===== src/rtl/kbd_scan_pkg.sv =====
package kbd_scan_pkg;
  typedef enum logic [2:0] {
    ST_IDLE,
    ST_JOY,
    ST_SAMPLE,
    ST_PROC,
    ST_REPEAT
  } scan_state_e;

  localparam int unsigned NUM_MODS = 3;
endpackage


===== src/rtl/kbd_strobe_seq.sv =====
module kbd_strobe_seq
  import kbd_scan_pkg::*;
#(
  parameter int unsigned NUM_COLS = 8,
  localparam int unsigned COL_W = $clog2(NUM_COLS)
) (
  input  logic                clk_i,
  input  logic                rst_ni,
  input  logic                tick_i,
  input  logic                col_done_i,
  output scan_state_e         state_o,
  output logic [COL_W-1:0]    col_idx_o,
  output logic [NUM_COLS-1:0] col_o
);
  localparam logic [COL_W-1:0] LAST_COL = COL_W'(NUM_COLS - 1);

  scan_state_e state_q, state_d;
  logic [COL_W-1:0] col_q, col_d;
  logic scan_w;

  always_comb begin
    state_d = state_q;
    col_d   = col_q;
    unique case (state_q)
      ST_IDLE:   if (tick_i) state_d = ST_JOY;
      ST_JOY: begin
        state_d = ST_SAMPLE;
        col_d   = '0;
      end
      ST_SAMPLE: state_d = ST_PROC;
      ST_PROC: begin
        if (col_done_i) begin
          if (col_q == LAST_COL) begin
            state_d = ST_REPEAT;
          end else begin
            state_d = ST_SAMPLE;
            col_d   = col_q + COL_W'(1);
          end
        end
      end
      ST_REPEAT: state_d = ST_IDLE;
      default:   state_d = ST_IDLE;
    endcase
  end

  always_ff @(posedge clk_i or negedge rst_ni) begin
    if (!rst_ni) begin
      state_q <= ST_IDLE;
      col_q   <= '0;
    end else begin
      state_q <= state_d;
      col_q   <= col_d;
    end
  end

  assign scan_w = (state_q == ST_SAMPLE) || (state_q == ST_PROC);

  for (genvar c = 0; c < NUM_COLS; c++) begin : g_strobe
    assign col_o[c] = !(scan_w && (col_q == COL_W'(c)));
  end

  assign state_o   = state_q;
  assign col_idx_o = col_q;
endmodule


===== src/rtl/kbd_key_map.sv =====
module kbd_key_map
  import kbd_scan_pkg::*;
#(
  parameter int unsigned NUM_COLS  = 8,
  parameter int unsigned NUM_ROWS  = 7,
  parameter int unsigned MOD_ROW   = 6,
  parameter int unsigned SHIFT_COL = 7,
  parameter int unsigned CTRL_COL  = 4,
  parameter int unsigned ALT_COL   = 3,
  localparam int unsigned COL_W    = $clog2(NUM_COLS),
  localparam int unsigned ROW_IN_W = NUM_ROWS + 1,
  localparam int unsigned ROW_W    = $clog2(ROW_IN_W),
  localparam int unsigned CODE_W   = $clog2(NUM_COLS * NUM_ROWS)
) (
  input  logic                clk_i,
  input  logic                rst_ni,
  input  scan_state_e         state_i,
  input  logic [COL_W-1:0]    col_idx_i,
  input  logic [ROW_IN_W-1:0] row_i,
  output logic                col_done_o,
  output logic                evt_valid_o,
  output logic                evt_make_o,
  output logic [CODE_W-1:0]   evt_code_o,
  output logic [NUM_MODS-1:0] mods_o
);
  localparam int MOD_COL [NUM_MODS] = '{SHIFT_COL, CTRL_COL, ALT_COL};

  logic [NUM_COLS-1:0][NUM_ROWS-1:0] map_q;
  logic [NUM_ROWS-1:0] mask_q, pend_q;
  logic [ROW_IN_W-1:0] samp_q;
  logic [NUM_MODS-1:0] mods_q, mod_hit;
  logic [ROW_W-1:0]    sel_row;
  logic                any_pend, proc_w;

  always_comb begin
    sel_row = '0;
    for (int r = NUM_ROWS - 1; r >= 0; r--) begin
      if (pend_q[r]) sel_row = ROW_W'(r);
    end
  end

  assign any_pend   = |pend_q;
  assign proc_w     = (state_i == ST_PROC);
  assign col_done_o = proc_w && !any_pend;
  assign evt_code_o = CODE_W'(int'(sel_row) * NUM_COLS + int'(col_idx_i));

  for (genvar m = 0; m < NUM_MODS; m++) begin : g_mod
    localparam int MCODE = MOD_ROW * NUM_COLS + MOD_COL[m];
    assign mod_hit[m] = (evt_code_o == CODE_W'(MCODE));
  end

  assign evt_valid_o = proc_w && any_pend && !(|mod_hit);
  assign evt_make_o  = !samp_q[sel_row];

  always_ff @(posedge clk_i or negedge rst_ni) begin
    if (!rst_ni) begin
      map_q  <= '1;
      mask_q <= '0;
      pend_q <= '0;
      samp_q <= '1;
      mods_q <= '0;
    end else begin
      unique case (state_i)
        ST_JOY:    mask_q <= row_i[NUM_ROWS-1:0];
        ST_SAMPLE: begin
          samp_q <= row_i;
          pend_q <= (row_i[NUM_ROWS-1:0] ^ map_q[col_idx_i]) & mask_q;
        end
        ST_PROC: begin
          if (any_pend) begin
            pend_q[sel_row]           <= 1'b0;
            map_q[col_idx_i][sel_row] <= samp_q[sel_row];
            mods_q                    <= mods_q ^ mod_hit;
          end
        end
        default: ;
      endcase
    end
  end

  assign mods_o = mods_q;
endmodule


===== src/rtl/kbd_repeat_ctrl.sv =====
module kbd_repeat_ctrl #(
  parameter int unsigned CODE_W     = 6,
  parameter int unsigned INIT_DELAY = 15,
  parameter int unsigned REP_DELAY  = 5,
  localparam int unsigned CNT_W = $clog2(INIT_DELAY + 1)
) (
  input  logic              clk_i,
  input  logic              rst_ni,
  input  logic              evt_valid_i,
  input  logic              evt_make_i,
  input  logic [CODE_W-1:0] evt_code_i,
  input  logic              rep_phase_i,
  output logic              emit_o,
  output logic [CODE_W-1:0] emit_code_o
);
  logic              act_q, fresh_q;
  logic [CODE_W-1:0] code_q;
  logic [CNT_W-1:0]  cnt_q, cnt_dec;

  assign cnt_dec     = cnt_q - CNT_W'(1);
  assign emit_o      = rep_phase_i && act_q && !fresh_q && (cnt_dec == '0);
  assign emit_code_o = code_q;

  always_ff @(posedge clk_i or negedge rst_ni) begin
    if (!rst_ni) begin
      act_q   <= 1'b0;
      fresh_q <= 1'b0;
      code_q  <= '0;
      cnt_q   <= '0;
    end else if (evt_valid_i) begin
      if (evt_make_i) begin
        act_q   <= 1'b1;
        fresh_q <= 1'b1;
        code_q  <= evt_code_i;
        cnt_q   <= CNT_W'(INIT_DELAY);
      end else if (act_q && (evt_code_i == code_q)) begin
        act_q <= 1'b0;
      end
    end else if (rep_phase_i) begin
      fresh_q <= 1'b0;
      if (act_q && !fresh_q) begin
        cnt_q <= (cnt_dec == '0) ? CNT_W'(REP_DELAY) : cnt_dec;
      end
    end
  end
endmodule


===== src/rtl/kbd_matrix_scanner.sv =====
module kbd_matrix_scanner
  import kbd_scan_pkg::*;
#(
  parameter int unsigned NUM_COLS   = 8,
  parameter int unsigned NUM_ROWS   = 7,
  parameter int unsigned INIT_DELAY = 15,
  parameter int unsigned REP_DELAY  = 5,
  localparam int unsigned ROW_IN_W  = NUM_ROWS + 1,
  localparam int unsigned COL_W     = $clog2(NUM_COLS),
  localparam int unsigned CODE_W    = $clog2(NUM_COLS * NUM_ROWS)
) (
  input  logic                clk_i,
  input  logic                rst_ni,
  input  logic                tick_i,
  input  logic [ROW_IN_W-1:0] row_i,
  output logic [NUM_COLS-1:0] col_o,
  output logic                code_valid_o,
  output logic [CODE_W-1:0]   code_o,
  output logic [NUM_MODS-1:0] mods_o
);
  scan_state_e       state_w;
  logic [COL_W-1:0]  col_idx_w;
  logic              col_done_w, evt_valid_w, evt_make_w, emit_w;
  logic [CODE_W-1:0] evt_code_w, emit_code_w;

  kbd_strobe_seq #(.NUM_COLS(NUM_COLS)) u_seq (
    .clk_i      (clk_i),
    .rst_ni     (rst_ni),
    .tick_i     (tick_i),
    .col_done_i (col_done_w),
    .state_o    (state_w),
    .col_idx_o  (col_idx_w),
    .col_o      (col_o)
  );

  kbd_key_map #(.NUM_COLS(NUM_COLS), .NUM_ROWS(NUM_ROWS)) u_map (
    .clk_i       (clk_i),
    .rst_ni      (rst_ni),
    .state_i     (state_w),
    .col_idx_i   (col_idx_w),
    .row_i       (row_i),
    .col_done_o  (col_done_w),
    .evt_valid_o (evt_valid_w),
    .evt_make_o  (evt_make_w),
    .evt_code_o  (evt_code_w),
    .mods_o      (mods_o)
  );

  kbd_repeat_ctrl #(
    .CODE_W(CODE_W), .INIT_DELAY(INIT_DELAY), .REP_DELAY(REP_DELAY)
  ) u_rep (
    .clk_i       (clk_i),
    .rst_ni      (rst_ni),
    .evt_valid_i (evt_valid_w),
    .evt_make_i  (evt_make_w),
    .evt_code_i  (evt_code_w),
    .rep_phase_i (state_w == ST_REPEAT),
    .emit_o      (emit_w),
    .emit_code_o (emit_code_w)
  );

  always_ff @(posedge clk_i or negedge rst_ni) begin
    if (!rst_ni) begin
      code_valid_o <= 1'b0;
      code_o       <= '0;
    end else begin
      code_valid_o <= (evt_valid_w && evt_make_w) || emit_w;
      if (emit_w)                         code_o <= emit_code_w;
      else if (evt_valid_w && evt_make_w) code_o <= evt_code_w;
    end
  end
endmodule


===== config.mk =====
export PLATFORM = sky130hd
export DESIGN_NAME = kbd_matrix_scanner
export DESIGN_NICKNAME = d
export VERILOG_FILES = /design/src/rtl/kbd_scan_pkg.sv /design/src/rtl/kbd_strobe_seq.sv /design/src/rtl/kbd_key_map.sv /design/src/rtl/kbd_repeat_ctrl.sv /design/src/rtl/kbd_matrix_scanner.sv
export SDC_FILE = /design/constraint.sdc
export NUM_CORES = 1
export LEC_CHECK = 0
export ABC_AREA = 1
export BUFFER_PORTS_ARGS = -buffer_cell sky130_fd_sc_hd__buf_2
export CORE_ASPECT_RATIO = 1.25
export CORE_MARGIN = 2
export CORE_UTILIZATION = 55
export DETAILED_ROUTE_END_ITERATION = 8
export GPL_TIMING_DRIVEN = 0
export HOLD_SLACK_MARGIN = 0.12
export PLACE_DENSITY = 0.73
export REMOVE_ABC_BUFFERS = 1
export SYNTH_ARGS = -nofsm -noshare
export SYNTH_HDL_FRONTEND = slang
export SYNTH_SLANG_ARGS = --single-unit

===== constraint.sdc =====
create_clock -name clk_i -period 2.2 [get_ports clk_i]
set_input_delay 0.22 -clock clk_i [delete_from_list [all_inputs] [get_ports clk_i]]
set_output_delay 0.22 -clock clk_i [all_outputs]
set_load 0.1 [all_outputs]

# --- Word level (Yosys, flattened, before mapping) ---
# Cells that the tools add are included.
word_totals:
  regBits: 106
  input_bits: 11
  wordCells: 142
classes:
  add_sub_neg: 3
  order_cmp: 4
  eq_ne: 21
  mux: 37
  n_bitwise: 6
  n_reduce_logical: 51
op_table:
  columns: ["cell", "n"]
  rows:
  - ["56-bit bitwise mux", 1]
  - ["3-bit two-way mux", 12]
  - ["7-bit binary-select mux with 3-bit select", 1]
  - ["7-bit demux with 3-bit select", 1]
  - ["7-bit two-way mux", 3]
  - ["4-bit two-way mux", 5]
  - ["1-bit logical AND", 19]
  - ["6-bit == test (second input constant)", 3]
  - ["3-bit == test (second input constant)", 5]
  - ["7-bit AND", 2]
  - ["7-bit one-hot mux with 2 select lines", 1]
  - ["3-bit by 2-bit == test with 1-bit output (second input constant)", 4]
  - ["1-bit zero test", 12]
  - ["6-bit two-way mux", 2]
  - ["3-bit one-hot mux with 4 select lines", 1]
  - ["2-bit AND reduction", 6]
  - ["2-bit nonzero test", 5]
  - ["3-bit by 4-bit < comparator with 1-bit output (second input constant)", 2]
  - ["2-bit inequality test (second input constant)", 4]
  - ["1-bit two-way mux", 7]
  - ["7-bit inverter", 1]
  - ["7-bit OR reduction", 1]
  - ["7-bit XOR", 1]
  - ["6-bit by 3-bit adder with 6-bit output", 1]
  - ["other kinds (16)", 22]

# --- Depth between registers and ports, before layout ---
# Gate-level depths: netlist of run 1.
logic_depth:
  word_depth: 15
  depth_mapped: 14
  mapped_depth_nobuf: 14

# --- By module ---
# Synthesis of run 1 repeated with hierarchy kept, for this count alone.
unflattened:
  cells_unflattened: 885
  area_unflattened_um2: 6190.9
modules_own_cells:
  columns: ["mod", "n_inst", "cells_per_inst", "area_per_inst_um2", "seq_area_each_um2"]
  rows:
  - ["kbd_key_map", 1, 679, 4692.0, 2080.7]
  - ["kbd_repeat_ctrl", 1, 98, 703.2, 300.3]
  - ["kbd_strobe_seq", 1, 60, 437.9, 150.1]
  - ["kbd_matrix_scanner", 1, 48, 357.8, 175.2]

# --- Worst setup path before layout of run 1 ---
# OpenSTA, ideal clock, no wires.
synth_path:
  kind: "reg-to-output"
  start: "reg u_seq.col_q[0] (netlist: u_seq.col_idx_o[0])"
  end: "out col_o[0]"
  t_arrival_ps: 1800
  required_ps: 1980
  setup_slack_ps: 180
  stages_incl_launch_ff: 5
  n_path_buf: 1
  cell_sequence: "dfrtp_1 -> inv_1 -> clkbuf_1 -> ha_1 -> nand3_1"
synth_between:
  elab_chain_cells: 3
synth_rtl:
  columns: ["item", "line_no", "rtl"]
  rows:
  - ["start: declaration", "kbd_strobe_seq.sv:18", "logic [COL_W-1:0] col_q, col_d;"]
  - ["start signal: assignment", "kbd_strobe_seq.sv:52", "col_q <= col_d;"]
  - ["3-bit zero test", "kbd_strobe_seq.sv:59", "assign col_o[c] = !(scan_w && (col_q == COL_W'(c)));"]
  - ["1-bit logical AND", "kbd_strobe_seq.sv:59", null]
  - ["1-bit zero test", "kbd_strobe_seq.sv:59", null]
  - ["end: declaration", "kbd_matrix_scanner.sv:16", "output logic [NUM_COLS-1:0] col_o,"]
# Every way passes these cells.

# --- Final worst setup path of run 1 ---
layout_path:
  start: "reg u_map.pend_q[5]"
  end: "reg code_o[0]"
layout_between:
  elab_chain_cells: 13
layout_rtl:
  columns: ["item", "line_no", "rtl"]
  rows:
  - ["start: declaration", "kbd_key_map.sv:29", "logic [NUM_ROWS-1:0] mask_q, pend_q;"]
  - ["start signal: assignment", "kbd_key_map.sv:67", "pend_q <= (row_i[NUM_ROWS-1:0] ^ map_q[col_idx_i]) & mask_q;"]
  - ["3-bit two-way mux (6 in series)", "kbd_key_map.sv:38", "if (pend_q[r]) sel_row = ROW_W'(r);"]
  - ["6-bit by 3-bit adder with 6-bit output", "kbd_key_map.sv:45", "assign evt_code_o = CODE_W'(int'(sel_row) * NUM_COLS + int'(col_idx_i));"]
  - ["6-bit == test", "kbd_key_map.sv:49", "assign mod_hit[m] = (evt_code_o == CODE_W'(MCODE));"]
  - ["3-bit OR reduction", "kbd_key_map.sv:52", "assign evt_valid_o = proc_w && any_pend && !(|mod_hit);"]
  - ["1-bit zero test", "kbd_key_map.sv:52", null]
  - ["1-bit logical AND", "kbd_key_map.sv:52", null]
  - ["1-bit logical AND *", "kbd_matrix_scanner.sv:69", "else if (evt_valid_w && evt_make_w) code_o <= evt_code_w;"]
  - ["2-bit nonzero test (no line) *", null, null]
  - ["end signal: assignment", "kbd_matrix_scanner.sv:68", "if (emit_w) code_o <= emit_code_w;"]
  - ["end signal: assignment", "kbd_matrix_scanner.sv:69", null]
  - ["end: declaration", "kbd_matrix_scanner.sv:18", "output logic [CODE_W-1:0] code_o,"]
# Mark *: on every way between the ends. The rest lies on a longest branch, timed or not. The select of a mux whose other input is x is not followed.
# A chain may end at the register's enable or synchronous reset.

==> results of run 1 <==
[registers in the layout (all words and copies together), names as in the netlist, 3 cells and up]
register / cells
u_map.mods_o: 3
u_seq.col_idx_o: 3
u_rep.cnt_q: 4
u_map.mask_q: 7
u_map.map_q: 56
u_map.pend_q: 7
u_rep.emit_code_o: 6
u_map.samp_q: 7
code_o: 6
u_seq.state_o: 3
[routing by layer]
layer | GRT usage, % | part of all wire, % | vias to the layer above
met4 | 11.3 | 2.2 | 0
li1 | - | - | 2373
met3 | 3.84 | 3.5 | 26
met2 | 42.8 | 53 | 132
met5 | 0 | 0 | -
met1 | 32.0 | 42 | 2406
[Yosys cell counts, types with 2 or more instances]
cell type  number  area share, %
buf_2           4           0.35
nor2_1        115            7.6
o22ai_1        16            1.8
dfrtp_1        42             18
nand3_1        42            3.7
nand4_1         5           0.55
nand3b_1        3           0.39
xnor2_1         5           0.77
inv_1          75            4.9
buf_6           7            1.4
buf_4           2           0.26
a21oi_1        31            2.7
o21ai_0        33            2.9
nand2_4         3           0.59
a21oi_2        26            4.0
nand2_2         7           0.77
clkbuf_1        8           0.53
o21ai_2         6           0.92
o211ai_1        2           0.26
inv_2           6           0.39
xor2_1          5           0.77
nor3_1          7           0.61
ha_1            8            1.8
a31oi_1         5           0.55
nand2_1       162             11
dfstp_2        63             29
o21ai_1         9           0.79
nor2_4          5           0.99
nor2_2          6           0.66
[report_power, final]
| part | leakage, µW | internal (µW) | total [µW] | switching [µW] |
|---|---|---|---|---|
| combinational | 0.00155 | 1770 | 6340 | 4570 |
| clock | 0.000139 | 826 | 1530 | 707 |
| sequential | 0.00113 | 2930 | 3440 | 510 |
[through the flow]
step	hold slack (ns)	TNS [ns]
detailed placement	0.322	-42.18
global placement	0.451	-44.08
floorplan	-0.0756	0
CTS	0.127	-0.00113
finish	0.128	0
global route	0.151	-0.242
[what timing repair did]
| action | in CTS | in global routing |
|---|---|---|
| resized for setup | 16 | 31 |
| pin swaps | 1 | 5 |
| endpoints found under the setup margin | 96 | 71 |
| cloned | 1 | 2 |
| buffers inserted | 6 | 13 |
| hold endpoints to repair | 9 | 0 |
| hold buffers | 1 | 0 |
[cell families (layout without fill, tap and decap cells)]
group	after synthesis	after routing
AOI/OAI and AO/OA	130	130
and+or+nand+nor	358	360
adders and majority gates	8	8
DFF	105	105
xor gates and xnor gates	10	10
buffers and inverters	103	147
[cell type report]
cell class / instances / area [µm²]
clock buffer: 13 / 260
clock inverter: 3 / 15.0
fill: 857 / 3590
inverter: 82 / 348
multi-input combinational: 508 / 2680
sequential: 105 / 2720
tap: 129 / 161
timing repair buffer: 48 / 323
timing repair inverter: 1 / 5.00
[final timing paths]
| kind | slack (ns) | start | end |
|---|---|---|---|
| max | 0.08 | u_map.pend_q[5] | code_o[0] |
| min | 0.13 | row_i[6] | u_map.samp_q[6] |
| max reg2reg | 0.08 | u_map.pend_q[5] | code_o[0] |
| min reg2reg | 0.47 | u_map.mods_o[0] | u_map.mods_o[0] |
| max in group asynchronous | 0.96 | rst_ni | u_map.samp_q[4] |
| min in group asynchronous | 0.47 | rst_ni | u_map.mods_o[2] |
[critical path, cell delays in order, from the launching register on]
cell,delay (ns)
dfrtp_2,0.45
nor2_4,0.16
nand2_2,0.09
nand2_1,0.11
nand2_4,0.10
nand2_4,0.12
nor2_8,0.07
nand2_1,0.08
nand2_2,0.06
nor2_4,0.22
buf_4,0.17
nand3_4,0.15
nand2_4,0.16
nand2_1,0.06
nand2_1,0.06
==> impl_results.md, run 1 <==
* Status: complete, no violations
* Synth Area in Adders at 1.75%
* Synth unique cells at 35
* # IOs at 29
* Fmax at 472 MHz
* Vias in the first global route at 4636
* CTS sink count at 105
* Synth Register Bits at 105
* CP Launch Type: register
* Mux share of post-synthesis cell area at 0%
* Worst skew pair latency at 0.35 ns
* Avg Vias per Cell at 5.55
* Post-route worst setup slack at 0.0801 ns
* Via count at 4937
* Post-synthesis compound-gate area fraction at 14.2%
* Overflow after GRT at 0
* Dominant synthesized flop cell: dfstp_2
* Total Wirelength at 14300 µm
* Depth of the worst hold-timing path at 3
* Post-Synthesis Cells at 714
* Commonest non-fill, non-tap cells in the layout: nand2_1, nor2_1, inv_1, dfstp_2, nand3_1
* Row Count at 41
* Final instance area at 0.00651 mm²
* IO Port Bufs at 27
* Max Cap Viol at 0
* Nets at 774
* RSZ-0062 raised after global routing: true
* DP HPWL at 9230 µm
* Final hold viol count at 0
* GR Util All Layers at 25.5%
* CP Capture Type: register
* R2R cell count at 14
* Leak at 0.00283 µW
* Die H at 118 µm
* Largest family of logic cells by synthesized area: simple AND/OR/NAND/NOR gates
* WL/cell at 16.1 µm
* Antenna Nets Post-Route at 0
* Slew HR at 50.8%
* Number of antenna diodes at 0
* H-tree depth at 3
* Hold/Removal Path Class: in -> reg
* Worst VDD drop at 1.02 mV
* Fin Clk Skew at 0.0101 ns
* Total Power at 11300 µW
* Most common cell after layout, fill and taps aside: nand2_1
* CTS tree: yes
* Synth Area in Simple Gates at 27.2%
* Xor/xnor share of the synthesized area at 1.53%
* Initial DRC Count at 305
* Final setup fails at 0
* Root Buffer: clkbuf_16
* Die footprint at 0.0112 mm²
* Layout Utilization at 64.4%
* Post-Syn Area per Cell at 8.00 µm²
* DIE WIDTH at 95.1 µm
* PD cells at 1740 mW/mm²
* Synth Cell Area at 0.00571 mm²
* DP Worst Slack at -0.766 ns
* Post-synth ARST share at 100%
* Clock period minus worst slack at 2.12 ns
* Largest net degree at the start of global routing at 58
* Max Buffers Root-to-Sink at 2
* Pre-Repair DR Iteration Count at 5
* Area post-placement at 0.00589 mm²
* Worst-Margin Slew at 0.738 ns
* Post-placement cell count at 850
* GPL Wtd Cong at 0.900
* Yosys warnings at 0
* Max-slew violation count at 0
* Fin crit share at 96.4%
* Cts bufs inserted at 9
* First-pass GRT wire length at 22400 µm
* Clk slew on worst S/H paths at 0.07 ns
* Critical path arrival at 2.41 ns
* Post-synthesis sequential area ratio at 47.4%
* Antenna violations before repair at 0
* Data required time of the worst path at 2.49 ns
* Residual DRC count at 0
* CP max FO at 10
* Fraction of layout cells with a size suffix above 1 at 27.5%
* EDFF count, synth at 0
* Starting Density at 56.5%
* Non-filler cells, final at 889
* Area of the core at 0.0101 mm²
* Synthesis-to-finish area growth at 14.0%
* Critical path class: reg -> reg
(Power assumes the default switching activity.)
==> run 2: changes to the inputs <==
- CORE_UTILIZATION: 55 -> 31
- PLACE_DENSITY: 0.73 -> unset
==> impl_results.md, run 2 (synthesized netlist as in run 1, its figures left out) <==
* Synthesis-to-finish area growth at 15.9%
* Critical path class: reg -> out
* Area post-placement at 0.00602 mm²
* Antenna Nets Post-Route at 0
* HP Start: row_i[6]
* R2R cell count at 12
* Data required time of the worst path at 1.98 ns
* Depth of the worst hold-timing path at 3
* RSZ-0062 raised after global routing: true
* RR Endpoint: u_map.map_q[29]
* Max-slew violation count at 0
* Max FFs per register at 56
* Worst skew pair latency at 0.35 ns
* Most common cell on crit path: ha_1
* Max Buffers Root-to-Sink at 2
* DP HPWL at 9670 µm
* Fmax at 480 MHz
* Critical path arrival at 1.86 ns
* Area of the core at 0.0181 mm²
* Overflow after GRT at 0
* Antenna violations before repair at 3
* Die footprint at 0.0195 mm²
* Final instance area at 0.00662 mm²
* Initial DRC Count at 259
* CP max FO at 7
* Most common cell after layout, fill and taps aside: nand2_1
* First-pass GRT wire length at 23400 µm
* Via count at 4696
* Fin crit share at 94.6%
* Worst VDD drop at 0.705 mV
* Root Buffer: clkbuf_16
* IO Port Bufs at 27
* Worst R2R Start: u_map.pend_q[5]
* R2r setup slk at 0.13 ns
* Starting Density at 31.6%
* Avg Vias per Cell at 4.75
* Clk slew on worst S/H paths at 0.07 ns
* Worst Path Buf+Inv at 1
* Worst-case hold path end point: u_map.samp_q[6]
* WL/cell at 14.7 µm
* # IOs at 29
* Cts bufs inserted at 9
* Top Family by Delay on Critical Path: flip-flops
* Total Wirelength at 14500 µm
* Max Cap Viol at 0
* Final hold viol count at 0
* Hold/Removal Path Class: in -> reg
* Reg with most FFs: u_map.map_q
* GR Util All Layers at 15.2%
* CP Capture Type: output pin
* Largest net degree at the start of global routing at 60
* Final setup fails at 0
* Vias in the first global route at 4498
* PD cells at 1700 mW/mm²
* Nets at 773
* Fraction of layout cells with a size suffix above 1 at 27.0%
* CTS sink count at 105
* Worst-Margin Slew at 0.804 ns
* CTS tree: yes
* CP max stage cell: dfrtp_4
* Layout Utilization at 36.6%
* Commonest non-fill, non-tap cells in the layout: nand2_1, nor2_1, inv_1, dfstp_2, nand3_1
* Residual DRC count at 0
* Fillers at 1886
* Delay of the slowest critical-path stage at 0.54 ns
* Status: complete, no violations
* Row Count at 55
* Critical-path cell list: ha_1, ha_1, nand2_1, buf_2
* Leak at 0.00282 µW
* Slew HR at 46.4%
* Clock period minus worst slack at 2.08 ns
* Die H at 156 µm
* CP Launch Type: register
* Pre-Repair DR Iteration Count at 5
* Fin Clk Skew at 0.00889 ns
* GPL Wtd Cong at 0.841
* DIE WIDTH at 125 µm
* H-tree depth at 3
-- run 2: layout make-up --
| cell class | count | area, µm² | share of cell area (%) |
|---|---|---|---|
| clock buffer | 10 | 239 | 3.61 |
| multi-input combinational | 508 | 2640 | 39.9 |
| sequential | 105 | 2720 | 41.1 |
| antenna | 1 | 2.50 | 0.0378 |
| clock inverter | 6 | 81.3 | 1.23 |
| timing repair buffer | 47 | 310 | 4.69 |
| tap | 228 | 285 | 4.31 |
| inverter | 82 | 338 | 5.10 |
| timing repair inverter | 1 | 5.00 | 0.0756 |
-- run 2: per-layer routing --
| metal | up-vias | wire length, µm | global-route usage [%] |
|---|---|---|---|
| met1 | 2219 | 6170 | 18.1 |
| met3 | 23 | 621 | 3.05 |
| li1 | 2377 | - | - |
| met2 | 73 | 7380 | 26.7 |
| met4 | 4 | 335 | 6.56 |
| met5 | - | 22 | 0 |
-- run 2: worst min-delay path: stages --
cell     delay, ns
buf_2         0.12
nand2_1       0.06
o21ai_0       0.08
-- run 2: report_power, final --
part	switching [µW]	internal [µW]	total, µW
clock	714	1020	1730
sequential	448	2920	3370
combinational	4470	1680	6150
-- run 2: stage by stage --
step	setup slack [ns]	total power (µW)	setup TNS (ns)	hold WS [ns]	cells
global route	-0.0208	12100	-0.0251	0.145	987
finish	0.119	11300	0	0.149	988
global placement	-0.817	8920	-56.66	0.451	948
detailed placement	-0.818	9000	-42.75	0.365	949
CTS	0.00330	11100	0	0.150	977
floorplan	0.0433	7570	0	-0.0756	693
-- run 2: what timing repair did --
action / in CTS / in global routing
gates cloned: 2 / 1
pin swaps: 1 / 4
hold buffers: 1 / 0
hold endpoints to repair: 29 / 0
endpoints found under the setup margin: 96 / 68
gates resized for setup: 17 / 14
buffers inserted: 9 / 9
-- run 2: how the worst max path moves through the flow --
| stage | startpoint | end | slack [ns] | cells past startpoint |
|---|---|---|---|---|
| after floorplan | u_seq.col_idx_o[0] | col_o[0] | 0.04 | 3 |
| after global placement | u_seq.col_idx_o[0] | code_o[3] | -0.82 | 9 |
| after detailed placement | u_seq.col_idx_o[0] | code_o[4] | -0.82 | 9 |
| after CTS | u_seq.col_idx_o[0] | u_map.pend_q[0] | 0.003 | 8 |
| after global routing | u_map.pend_q[5] | u_map.map_q[29] | -0.02 | 12 |
| final | u_seq.col_idx_o[0] | col_o[7] | 0.12 | 4 |
==> run 3: changes to the inputs <==
- clock period: 2.2 -> 2.7 ns (I/O delays scaled with it)
==> impl_results.md, run 3 (synthesized netlist as in run 1, its figures left out) <==
* Status: complete, no violations
* Seq pwr share at 31.7%
* RR Endpoint: u_map.pend_q[0]
* Clock period minus worst slack at 2.42 ns
* CP max FO at 16
* Nets at 758
* Total Wirelength at 14200 µm
* CP Capture Type: output pin
* Die H at 156 µm
* Starting Density at 31.6%
* Root Buffer: clkbuf_16
* Critical path class: reg -> out
* Reg with most FFs: u_map.map_q
* R2r setup slk at 0.31 ns
* Residual DRC count at 0
* GR Util All Layers at 14.9%
* IO Port Bufs at 27
* Max-slew violation count at 0
* Largest net degree at the start of global routing at 60
* Max Buffers Root-to-Sink at 2
* Reg area at 0.00271 mm²
* RSZ-0062 raised after global routing: false
* Max Cap Viol at 0
* Final setup fails at 0
* Overflow after GRT at 0
* Worst-Margin Slew at 0.801 ns
* P_sw at 4410 µW
* Cts bufs inserted at 9
* Most common cell after layout, fill and taps aside: nand2_1
* Max FFs per register at 56
* # IOs at 29
* Commonest non-fill, non-tap cells in the layout: nand2_1, nor2_1, inv_1, dfstp_2, nand3_1
* WL/cell at 14.6 µm
* Antenna Nets Post-Route at 0
* Clk slew on worst S/H paths at 0.07 ns
* Data required time of the worst path at 2.43 ns
* Die footprint at 0.0195 mm²
* Via count at 4623
* Clock power share at 16.1%
* Switch share at 50.3%
* Non-filler cells, final at 973
* R2R cell count at 8
* H-tree depth at 3
* DIE WIDTH at 125 µm
* Multi-input gate area at 0.00256 mm²
* Pre-Repair DR Iteration Count at 4
* Avg Vias per Cell at 4.75
* Setup crit start: u_seq.col_idx_o[2]
* CTS sink count at 105
* Fin crit share at 89.7%
* Fin Clk Skew at 0.00813 ns
* Crit path to: col_o[1]
* Row Count at 55
* CTS tree: yes
* Vias in the first global route at 4415
* Fillers at 1906
* Layout Utilization at 35.5%
* Hold/Removal Path Class: in -> reg
* Slew HR at 46.6%
* PD cells at 1370 mW/mm²
* Final hold viol count at 0
* CP Launch Type: register
* Leak at 0.00273 µW
* P_int at 4360 µW
* Worst R2R Start: u_seq.col_idx_o[2]
* Worst VDD drop at 0.463 mV
* Antenna violations before repair at 3
* First-pass GRT wire length at 22900 µm
* DP HPWL at 9670 µm
* Comb pwr share at 52.2%
* Fmax at 413 MHz
* Area of the core at 0.0181 mm²
* Critical path arrival at 2.15 ns
* Fraction of layout cells with a size suffix above 1 at 24.3%
* Worst skew pair latency at 0.35 ns
* Synthesis-to-finish area growth at 12.4%
* GPL Wtd Cong at 0.841
* Initial DRC Count at 273
* Post-placement cell count at 949
==> run 3: cell count changes in the layout (fill, tap and decap cells not counted), moves of 2 or more <==
| cell | delta |
|---|---|
| nor2_4 | -3 |
| nor3_2 | -2 |
| nor2_2 | -3 |
| nor3_1 | +2 |
| dfrtp_4 | -3 |
| dfrtp_2 | +2 |
| nor2_1 | +6 |
| buf_4 | -13 |
==> run 3: power groups by stage <==
| stage | Combinational, µW | Clock [µW] | Sequential (µW) |
|---|---|---|---|
| 2_1_floorplan | 3100 | 0 | 3070 |
| 3_3_place_gp | 4490 | 0 | 2780 |
| 3_5_place_dp | 4530 | 0 | 2800 |
| 4_1_cts | 4560 | 1440 | 2780 |
| 5_1_grt | 5040 | 1500 | 2860 |
| 6_report | 4570 | 1410 | 2780 |
==> run 3: worst max-delay path, stage by stage, from the launching register on <==
cell        delay [ns]
dfrtp_1           0.74
clkinvlp_4        0.31
buf_4             0.22
nand3_1           0.09
buf_2             0.44
==> run 3: how the worst min path moves through the flow <==
| stage | startpoint | endpoint | slack (ns) | cells after the start |
|---|---|---|---|---|
| 5_1_grt | row_i[6] | u_map.samp_q[6] | 0.20 | 3 |
| 6_report | row_i[6] | u_map.samp_q[6] | 0.20 | 3 |
| 3_5_place_dp | rst_ni | u_map.mods_o[2] | 0.42 | 1 |
| 2_1_floorplan | rst_ni | code_o[0] | -0.03 | 0 |
| 3_3_place_gp | u_map.mods_o[1] | u_map.mods_o[1] | 0.45 | 1 |
| 4_1_cts | row_i[6] | u_map.samp_q[6] | 0.20 | 3 |
==> run 3: final cells by class <==
cell class                      instances  share of cell area, %
Sequential cell                       105                   42.2
Clock inverter                          6                   1.27
Timing Repair inverter                  1                 0.0780
Clock buffer                           10                   3.72
Multi-Input combinational cell        506                   39.9
Timing Repair Buffer                   34                   3.31
Antenna cell                            1                 0.0390
Inverter                               82                   5.01
Tap cell                              228                   4.44
==> run 3: per-stage QoR <==
| step | hold WS [ns] | total power (µW) | setup WS, ns | cell area, µm² | setup TNS [ns] |
|---|---|---|---|---|---|
| final | 0.202 | 8760 | 0.278 | 6420 | 0 |
| after floorplan | -0.0256 | 6170 | 0.493 | 5570 | 0 |
| after global routing | 0.196 | 9400 | 0.102 | 6420 | 0 |
| after CTS | 0.200 | 8790 | 0.0811 | 6360 | 0 |
| after detailed placement | 0.415 | 7330 | -0.318 | 6020 | -5.82 |
| after global placement | 0.451 | 7270 | -0.317 | 5990 | -5.96 |
==> run 3: timing repair <==
item | 4_1_cts | 5_1_grt
resized for setup | 4 | 4
hold endpoints to repair | 29 | 0
setup endpoints to repair | 47 | 24
hold buffers | 1 | 0
gates cloned | 1 | 0
setup buffers | 0 | 5
==> run 3: per-layer routing <==
metal / up-vias / global-route usage (%) / routed length [µm]
met5: - / 0 / 21
met4: 4 / 6.08 / 319
met3: 22 / 2.98 / 612
met2: 80 / 26.3 / 7210
met1: 2172 / 17.6 / 6020
li1: 2345 / - / -
